$ cat config.mk
export PLATFORM = sky130hd
export DESIGN_NAME = pin_change_irq
export DESIGN_NICKNAME = d
export VERILOG_FILES = /design/src/rtl/pin_change_pkg.sv /design/src/rtl/pin_change_ctrl.sv /design/src/rtl/pin_change_datapath.sv /design/src/rtl/pin_change_irq.sv
export SDC_FILE = /design/constraint.sdc
export NUM_CORES = 1
export LEC_CHECK = 0
export BUFFER_PORTS_ARGS = -buffer_cell sky130_fd_sc_hd__buf_4
export CORE_MARGIN = 2
export CORE_UTILIZATION = 45
export DETAILED_ROUTE_END_ITERATION = 8
export GPL_TIMING_DRIVEN = 0
export PLACE_DENSITY = 0.81
export SLEW_MARGIN = 20
export SYNTH_ARGS = -nofsm -noshare
export SYNTH_HDL_FRONTEND = slang
export SYNTH_HIERARCHICAL = 1
export SYNTH_SLANG_ARGS = --single-unit
export TNS_END_PERCENT = 50
$ cat constraint.sdc
create_clock -name clk -period 3.3 [get_ports clk]
set_input_delay 0.99 -clock clk [delete_from_list [all_inputs] [get_ports clk]]
set_output_delay 0.99 -clock clk [all_outputs]
set_load 0.02 [all_outputs]
$ cat src/rtl/pin_change_pkg.sv
package pin_change_pkg;
  localparam logic [1:0] ADDR_RISE   = 2'd0;
  localparam logic [1:0] ADDR_FALL   = 2'd1;
  localparam logic [1:0] ADDR_FLAG   = 2'd2;
  localparam logic [1:0] ADDR_MASTER = 2'd3;

  typedef struct packed {
    logic riseWr;
    logic fallWr;
    logic flagWr;
    logic masterWr;
  } pinChgStrobe_t;
endpackage

$ cat src/rtl/pin_change_ctrl.sv
module pin_change_ctrl
  import pin_change_pkg::*;
#(
  parameter int WIDTH = 8
) (
  input  logic             clk,
  input  logic             rstN,
  input  logic             wrEn,
  input  logic [1:0]       wrAddr,
  input  logic [WIDTH-1:0] wrData,
  input  logic             sleepMode,
  input  logic             anyFlag,
  output pinChgStrobe_t    strobe,
  output logic [WIDTH-1:0] riseEnQ,
  output logic [WIDTH-1:0] fallEnQ,
  output logic             masterEnQ,
  output logic             irqReq,
  output logic             wakeReq
);
  always_comb begin
    strobe          = '0;
    strobe.riseWr   = wrEn && (wrAddr == ADDR_RISE);
    strobe.fallWr   = wrEn && (wrAddr == ADDR_FALL);
    strobe.flagWr   = wrEn && (wrAddr == ADDR_FLAG);
    strobe.masterWr = wrEn && (wrAddr == ADDR_MASTER);
  end

  always_ff @(posedge clk) begin
    if (!rstN) begin
      riseEnQ   <= '0;
      fallEnQ   <= '0;
      masterEnQ <= 1'b0;
    end else begin
      if (strobe.riseWr)   riseEnQ   <= wrData;
      if (strobe.fallWr)   fallEnQ   <= wrData;
      if (strobe.masterWr) masterEnQ <= wrData[0];
    end
  end

  always_comb begin
    irqReq  = masterEnQ & anyFlag;
    wakeReq = irqReq & sleepMode;
  end
endmodule

$ cat src/rtl/pin_change_datapath.sv
module pin_change_datapath
  import pin_change_pkg::*;
#(
  parameter int WIDTH       = 8,
  parameter int SYNC_STAGES = 2
) (
  input  logic             clk,
  input  logic             rstN,
  input  logic [WIDTH-1:0] pinIn,
  input  pinChgStrobe_t    strobe,
  input  logic [WIDTH-1:0] wrData,
  input  logic [WIDTH-1:0] riseEn,
  input  logic [WIDTH-1:0] fallEn,
  output logic [WIDTH-1:0] flagQ,
  output logic             anyFlag
);
  localparam int LAST = SYNC_STAGES - 1;

  logic [WIDTH-1:0] syncChain [SYNC_STAGES];
  logic [WIDTH-1:0] pinSync;
  logic [WIDTH-1:0] prevQ;
  logic [WIDTH-1:0] edgeHit;
  logic [WIDTH-1:0] keepMask;

  // Synchroniser runs through reset so the chain holds the true pin level at release
  always_ff @(posedge clk) syncChain[0] <= pinIn;

  generate
    for (genvar s = 1; s < SYNC_STAGES; s++) begin : g_sync
      always_ff @(posedge clk) syncChain[s] <= syncChain[s-1];
    end
  endgenerate

  assign pinSync = syncChain[LAST];

  // Previous sample follows the synchronised level, also during reset
  always_ff @(posedge clk) prevQ <= pinSync;

  generate
    for (genvar p = 0; p < WIDTH; p++) begin : g_pin
      logic riseHit;
      logic fallHit;
      assign riseHit    = riseEn[p] &  pinSync[p] & ~prevQ[p];
      assign fallHit    = fallEn[p] & ~pinSync[p] &  prevQ[p];
      assign edgeHit[p] = riseHit | fallHit;
    end
  endgenerate

  assign keepMask = strobe.flagWr ? wrData : '1;

  always_ff @(posedge clk) begin
    if (!rstN) flagQ <= '0;
    else       flagQ <= (flagQ & keepMask) | edgeHit;
  end

  assign anyFlag = |flagQ;
endmodule

$ cat src/rtl/pin_change_irq.sv
module pin_change_irq
  import pin_change_pkg::*;
#(
  parameter int WIDTH       = 8,
  parameter int SYNC_STAGES = 2
) (
  input  logic             clk,
  input  logic             rstN,
  input  logic [WIDTH-1:0] pinIn,
  input  logic             sleepMode,
  input  logic             wrEn,
  input  logic [1:0]       wrAddr,
  input  logic [WIDTH-1:0] wrData,
  output logic [WIDTH-1:0] riseEnOut,
  output logic [WIDTH-1:0] fallEnOut,
  output logic             masterEnOut,
  output logic [WIDTH-1:0] flags,
  output logic             anyFlag,
  output logic             irqReq,
  output logic             wakeReq
);
  pinChgStrobe_t strobe;

  pin_change_ctrl #(.WIDTH(WIDTH)) u_ctrl (
    .clk(clk), .rstN(rstN), .wrEn(wrEn), .wrAddr(wrAddr), .wrData(wrData),
    .sleepMode(sleepMode), .anyFlag(anyFlag), .strobe(strobe),
    .riseEnQ(riseEnOut), .fallEnQ(fallEnOut), .masterEnQ(masterEnOut),
    .irqReq(irqReq), .wakeReq(wakeReq)
  );

  pin_change_datapath #(.WIDTH(WIDTH), .SYNC_STAGES(SYNC_STAGES)) u_dp (
    .clk(clk), .rstN(rstN), .pinIn(pinIn), .strobe(strobe), .wrData(wrData),
    .riseEn(riseEnOut), .fallEn(fallEnOut), .flagQ(flags), .anyFlag(anyFlag)
  );
endmodule

Word-level counts from Yosys, hierarchy flattened. Memories as Yosys holds them, arrays and structs flattened. Index checks and enable logic that the tools add are counted.

Input port bits: 22. Word-level logic and storage cells: 76. Register bits: 33. RAM bits: 16. Output and inout port bits: 28. Memories kept: 1.

Memory list: u_dp.syncChain (depth 2, bits a word 8, rd ports 2, clocked after Yosys merged registers in 0, wr ports 2, line pin_change_datapath.sv:19) `logic [WIDTH-1:0] syncChain [SYNC_STAGES];`.

Eq/ne operators: 3. Bitwise logic cells: 60. Reduce and logical (&&, ||, !) cells: 6. Mux-type cells: 1.

Operator list (count): 1-bit AND (34); 1-bit inverter (16); 8-bit AND (1); 8-bit 2-to-1 mux (1); 1-bit bitwise OR (8); 8-bit bitwise OR (1); 8-bit OR reduction (1); 2-bit equality test (second input constant) (2); 1-bit logical AND (4); 2-bit by 1-bit equality test with 1-bit output (second input constant) (1); 2-bit zero test (1).

Logic depth before layout (Yosys ltp). Gate-level depths: netlist of run 1.

Word-level depth: 5. Mapped depth: 4. Mapped depth without buffers: 4.

Modules after synthesis. The synthesis of run 1 kept the hierarchy.

By module, submodules not included: pin_change_datapath (area an instance 874.6 µm², times used 1, cells each 69, seq. area each 640.6 µm²); pin_change_ctrl (area an instance 703.2 µm², times used 1, cells each 71, seq. area each 340.3 µm²).

Worst setup path after synthesis of run 1. No wires, ideal clock.

Kind: input port to output port. Start: input sleepMode. End: output wakeReq. Setup slack: 1.067 ns. Cell stages on the path: 1. Arrival time: 1.243 ns. Data required time: 2.310 ns. Buffers on the path: 0. Cell sequence: and3_1.

Longest elaborated chain between the ends: 1.

Ends and longest elaborated chain: start, declared (line pin_change_irq.sv:10) `input logic sleepMode,`; 1-bit AND (line pin_change_ctrl.sv:42) `wakeReq = irqReq & sleepMode;`; end, declared (line pin_change_irq.sv:20) `output logic wakeReq`.

No other way between the ends.

Final worst setup path of run 1.
Start: register u_dp.flagQ[5]. End: output wakeReq.

Longest elaborated chain between the ends: 3.

Ends and longest elaborated chain: start, declared (line pin_change_datapath.sv:14) `output logic [WIDTH-1:0] flagQ,`; start signal, assigned (line pin_change_datapath.sv:53) `else flagQ <= (flagQ & keepMask) | edgeHit;`; 8-bit OR reduction (line pin_change_datapath.sv:56) `assign anyFlag = |flagQ;`; 1-bit AND (line pin_change_ctrl.sv:41) `irqReq = masterEnQ & anyFlag;`; 1-bit AND (line pin_change_ctrl.sv:42).

No other way between the ends.

==> flow_metrics.tcl, run 1 <==
set metrics [dict create \
    outcome "finished clean" \
    cp.required_ps 2310 \
    cpPeakStageDelay_ps 400 \
    drtPass1Iterations 4 \
    wl_met3_um 222 \
    grt_max_degree 15 \
    cts_resized 0 \
    endpoint_kind "output port" \
    final_hold_viol_count 0 \
    post_cts_buffers 0 \
    final_nets 217 \
    drive_gt1_share_pct 33.2 \
    grt_pass1_vias 1232 \
    dieArea_mm2 0.00399 \
    critPathArrivalTime_ps 1580 \
    clockBufferDepth 2 \
    power_density_mw_per_mm2 520 \
    min_period_ps 2570 \
    die-height_um 63.1 \
    relSlewSlack_pct 74.5 \
    root_buffer "clkbuf_4" \
    tns_ps 0 \
    grtUsageTotal_pct 18.6 \
    diodes 0 \
    hp-class "reg -> reg" \
    vias 1204 \
    antenna_found_initial 0 \
    worstSetupStartpointType "flop" \
    portBuffers 49 \
    drv_cap 0 \
    crit_buf_inv 1 \
    highest_layer "met4" \
    std_cell_rows 21 \
    drv_slew 0 \
    cts_tree "built" \
    clk_latency_ps 350 \
    grt_overflow 0 \
    cp_max_fo 3 \
    fillers 286 \
    start_util_pct 47.2 \
    setup_slack_ps 730 \
    place_inst 234 \
    syn2layout_area_growth_pct 32.4 \
    die_width_um 63.1 \
    register_area_um2 981 \
    wl_met2_mm 1.67 \
    min_period_over_period_pct 77.9 \
    htreeDepth 2 \
    clk_pin_slew_worst_paths_ps 130 \
    num_io_pins 50 \
    fin_worst_skew_ps 6.28 \
    p_leak_nw 0.928 \
    syn_area_mm2 0.00157 \
    dp.final_hpwl_mm 2.48 \
    wire_per_inst_um 14.0 \
    met1Wirelength_mm 1.46 \
    drt_iter0_drc 81 \
    fmax_mhz 389 \
    cpLargestDelayFamily "simple AND/OR/NAND/NOR gates" \
    slowest_stage "nor4_1" \
    synthCells 139 \
    cts_made_buffers 5 \
    pre_cts_slack_ps 904 \
    synth_area_per_cell_um2 11.3 \
    drc 0 \
    grt_pass1_wl_mm 5.69 \
    route.antenna.remaining_nets 0 \
    cp_cell_sequence "nor4_1 -> nand2_1 -> and3_1 -> buf_4" \
    clock_sinks 49 \
    postCtsHoldBufs 0 \
    place_area_mm2 0.00200 \
    yosysWarnings 6 \
    routabilityCongestion 0.790 \
    fin_area_mm2 0.00208 \
    vias_per_cell 4.98 \
    syn-num-nets 161 \
    core_mm2 0.00334 \
    routed_wl_mm 3.39 \
    peakVddDrop_v 0.000311 \
    multi_input_area_um2 541 \
    final-setup-viol-count 0 \
    path_class "reg -> out" \
    fin_cells 242 \
    worst_pin_slew_ps 378 \
    rsz0062_at_grt "false" \
]
==> metal layers <==
| metal | global-route usage, % | vias up |
|---|---|---|
| li1 | - | 593 |
| met1 | 21.5 | 563 |
| met2 | 31.6 | 41 |
| met3 | 6.96 | 7 |
| met5 | 0 | - |
| met4 | 5.83 | 0 |
==> worst paths after layout <==
path                   startpoint                    end  slack, ps  cells after the start
max                 u_dp/flagQ[5]                wakeReq        730                      4
min          u_dp/syncChain[0][4]  u_dp/syncChain[0][12]        340                      0
max reg2reg         u_dp/flagQ[5]          u_dp/flagQ[5]       2570                      2
min reg2reg  u_dp/syncChain[0][4]  u_dp/syncChain[0][12]        340                      0
==> per-stage QoR <==
step / utilization (%) / hold WS (ps) / power, mW
final: 62.5 / 342 / 1.08
after global routing: 62.5 / 345 / 1.13
after CTS: 62.5 / 343 / 1.09
after detailed placement: 59.9 / 312 / 0.743
after global placement: 59.9 / 310 / 0.739
after floorplan: - / 310 / 0.690
==> layout by cell type (no fill, tap or decap), types with 2 or more instances in the layout <==
master and instances:
buf_4 52, dfxtp_1 49, nand2_1 26, nand3b_1 17, mux2i_1 17, o21ai_0 8, a31oi_1 8, clkbuf_4 5
buf_6 2, nor4_1 2
==> final cells by class <==
| class | instances | area share (%) |
|---|---|---|
| Timing Repair Buffer | 49 | 17.6 |
| Multi-Input combinational cell | 83 | 25.9 |
| Tap cell | 46 | 2.76 |
| Clock buffer | 7 | 2.64 |
| Inverter | 2 | 0.360 |
| Sequential cell | 49 | 47.1 |
| Buffer | 5 | 2.16 |
| Clock inverter | 1 | 1.44 |
==> report_power, final <==
part / leakage, nW / internal [mW] / switching, mW / total [mW]
combinational: 0.477 / 0.0496 / 0.0486 / 0.0982
clock: 0.0455 / 0.181 / 0.172 / 0.353
sequential: 0.405 / 0.617 / 0.0148 / 0.632
total: 0.928 / 0.848 / 0.235 / 1.08
==> worst register-to-register path, stage by stage (launching register included) <==
cell and delay, ps:
dfxtp_1 400, o21ai_0 100, a31oi_1 170
==> flip-flops by register name, indices dropped and copies added, names as in the netlist <==
name	flops
u_dp/flagQ	8
u_ctrl/masterEnQ	1
u_ctrl/riseEnQ	8
u_dp/prevQ	8
u_ctrl/fallEnQ	8
u_dp/syncChain	16
(Power assumes the default switching activity.)
==> run 2: changes to the inputs <==
- ABC_AREA: not set -> 1
- PLACE_DENSITY: 0.81 -> 0.79
- clock period: 3.3 -> 2.4 ns (I/O delays scaled with it)
==> flow_metrics.tcl, run 2 <==
set metrics [dict create \
    outcome "finished clean" \
    largest_reg_flops 16 \
    cpMostUsedCell "nor2_1" \
    cp_cell_sequence "nor2_1 -> nand4_1 -> nand2_1 -> nor2_1 -> buf_4" \
    core_mm2 0.00374 \
    htreeDepth 2 \
    drc 0 \
    critPathArrivalTime_ps 1270 \
    seq_power_share_pct 50.4 \
    clockPowerShare_pct 38.3 \
    slowest_stage "dfxtp_1" \
    syn_area_mm2 0.00180 \
    portBuffers 47 \
    final_common_cell "inv_1" \
    p_sw_mw 0.391 \
    routabilityCongestion 0.751 \
    cts_tree "built" \
    postCtsHoldBufs 0 \
    yosysWarnings 6 \
    utilization_pct 62.7 \
    route.antenna.remaining_nets 0 \
    tns_ps 0 \
    syn-num-nets 259 \
    routed_wl_mm 3.61 \
    hold_start "u_dp/syncChain[0][2]" \
    hp-class "reg -> reg" \
    root_buffer "clkbuf_8" \
    synth_area_per_cell_um2 7.60 \
    min_path_cells 0 \
    r2r_cells 4 \
    grt_pass1_wl_mm 5.91 \
    place_inst 332 \
    final_nets 313 \
    drive_gt1_share_pct 22.6 \
    grt_max_degree 16 \
    antenna_found_initial 0 \
    diodes 0 \
    fin_area_mm2 0.00235 \
    cpPeakStageDelay_ps 330 \
    final_hold_viol_count 0 \
    grt_pass1_vias 1351 \
    rsz0062_at_grt "false" \
    r2r_start "u_ctrl/riseEnQ[4]" \
    fmax_mhz 501 \
    path_class "reg -> out" \
    std_cell_rows 22 \
    regToRegSetupSlack_ps 1670 \
    worst_pin_slew_ps 211 \
    clk_latency_ps 300 \
    num_io_pins 50 \
    fin_worst_skew_ps 9.32 \
    cts_resized 0 \
    top_register "u_dp/syncChain" \
    min_period_ps 1990 \
    grt_overflow 0 \
    fin_cells 340 \
    clock_sinks 49 \
    drtPass1Iterations 4 \
    drt_iter0_drc 45 \
    endpoint_kind "output port" \
    clockBufferDepth 2 \
    vias 1538 \
    combPwrFrac_pct 11.3 \
    clk_pin_slew_worst_paths_ps 80 \
    cp_max_fo 3 \
    setup_slack_ps 405 \
    netSwitchingFraction_pct 22.4 \
    dieArea_mm2 0.00453 \
    syn2layout_area_growth_pct 30.3 \
    cp.required_ps 1680 \
    relSlewSlack_pct 85.9 \
    die_width_um 67.3 \
    vias_per_cell 4.52 \
    wire_per_inst_um 10.6 \
    min_period_over_period_pct 83.1 \
    intPower_mw 1.36 \
    drv_cap 0 \
    dp.final_hpwl_mm 2.67 \
    peakVddDrop_v 0.000456 \
    final-setup-viol-count 0 \
    post_cts_buffers 0 \
    pre_cts_slack_ps 443 \
    p_leak_nw 1.31 \
    power_density_mw_per_mm2 744 \
    hold_end "u_dp/syncChain[0][10]" \
    cts_made_buffers 5 \
    regToRegEndpoint "u_dp/flagQ[4]" \
    start_util_pct 48.1 \
    drv_slew 0 \
    place_area_mm2 0.00221 \
    worstSetupStartpointType "flop" \
    layout_common_cells "53 x inv_1, 50 x nand2_1, 49 x buf_4, 49 x dfxtp_1, 33 x nand3_1" \
    die-height_um 67.3 \
    grtUsageTotal_pct 17.8 \
    synthCells 237 \
]
==> run 2: area by class of cell <==
cell class | count | area (µm²)
Fill cell | 349 | 1400
Sequential cell | 49 | 981
Multi-Input combinational cell | 127 | 556
Timing Repair Buffer | 47 | 353
Inverter | 53 | 199
Clock buffer | 5 | 68.8
Buffer | 8 | 66.3
Clock inverter | 3 | 65.1
Tap cell | 48 | 60.1
==> run 2: how the worst max path moves through the flow <==
stage                   from       endpoint  cells after the start
2_1_floorplan  u_dp/flagQ[5]        wakeReq                      4
3_3_place_gp            wrEn  u_dp/flagQ[4]                     10
3_5_place_dp            wrEn  u_dp/flagQ[4]                     10
4_1_cts        u_dp/flagQ[5]        wakeReq                      5
5_1_grt        u_dp/flagQ[5]         irqReq                      5
6_report       u_dp/flagQ[5]        wakeReq                      5
==> run 2: critical path: cells and delay by family (launching register included) <==
family	cells	cell delay, ps
flip-flops	1	330
buffers and inverters	1	140
AND/OR/NAND/NOR	4	500
==> run 2: routing by layer <==
layer / up-vias / global-route usage, % / share of wire [%] / wire length, µm
met4: 0 / 6.38 / 1.4 / 51
met5: - / 0 / 0 / 0
li1: 812 / - / - / -
met1: 678 / 21.7 / 46 / 1650
met3: 5 / 5.83 / 6.8 / 246
met2: 43 / 29.5 / 46 / 1660
==> run 2: power by group through the flow <==
| stage | Clock (mW) | Sequential, mW | Combinational (mW) |
|---|---|---|---|
| after global routing | 0.719 | 0.887 | 0.219 |
| after floorplan | 0 | 0.919 | 0.0880 |
| final | 0.669 | 0.881 | 0.197 |
| after detailed placement | 0 | 0.900 | 0.199 |
| after global placement | 0 | 0.899 | 0.195 |
| after CTS | 0.689 | 0.882 | 0.199 |
==> run 2: through the flow <==
stage | power, mW | hold WS, ps
finish | 1.75 | 330
detailed placement | 1.10 | 312
floorplan | 1.01 | 310
global placement | 1.09 | 310
CTS | 1.77 | 331
global route | 1.82 | 337
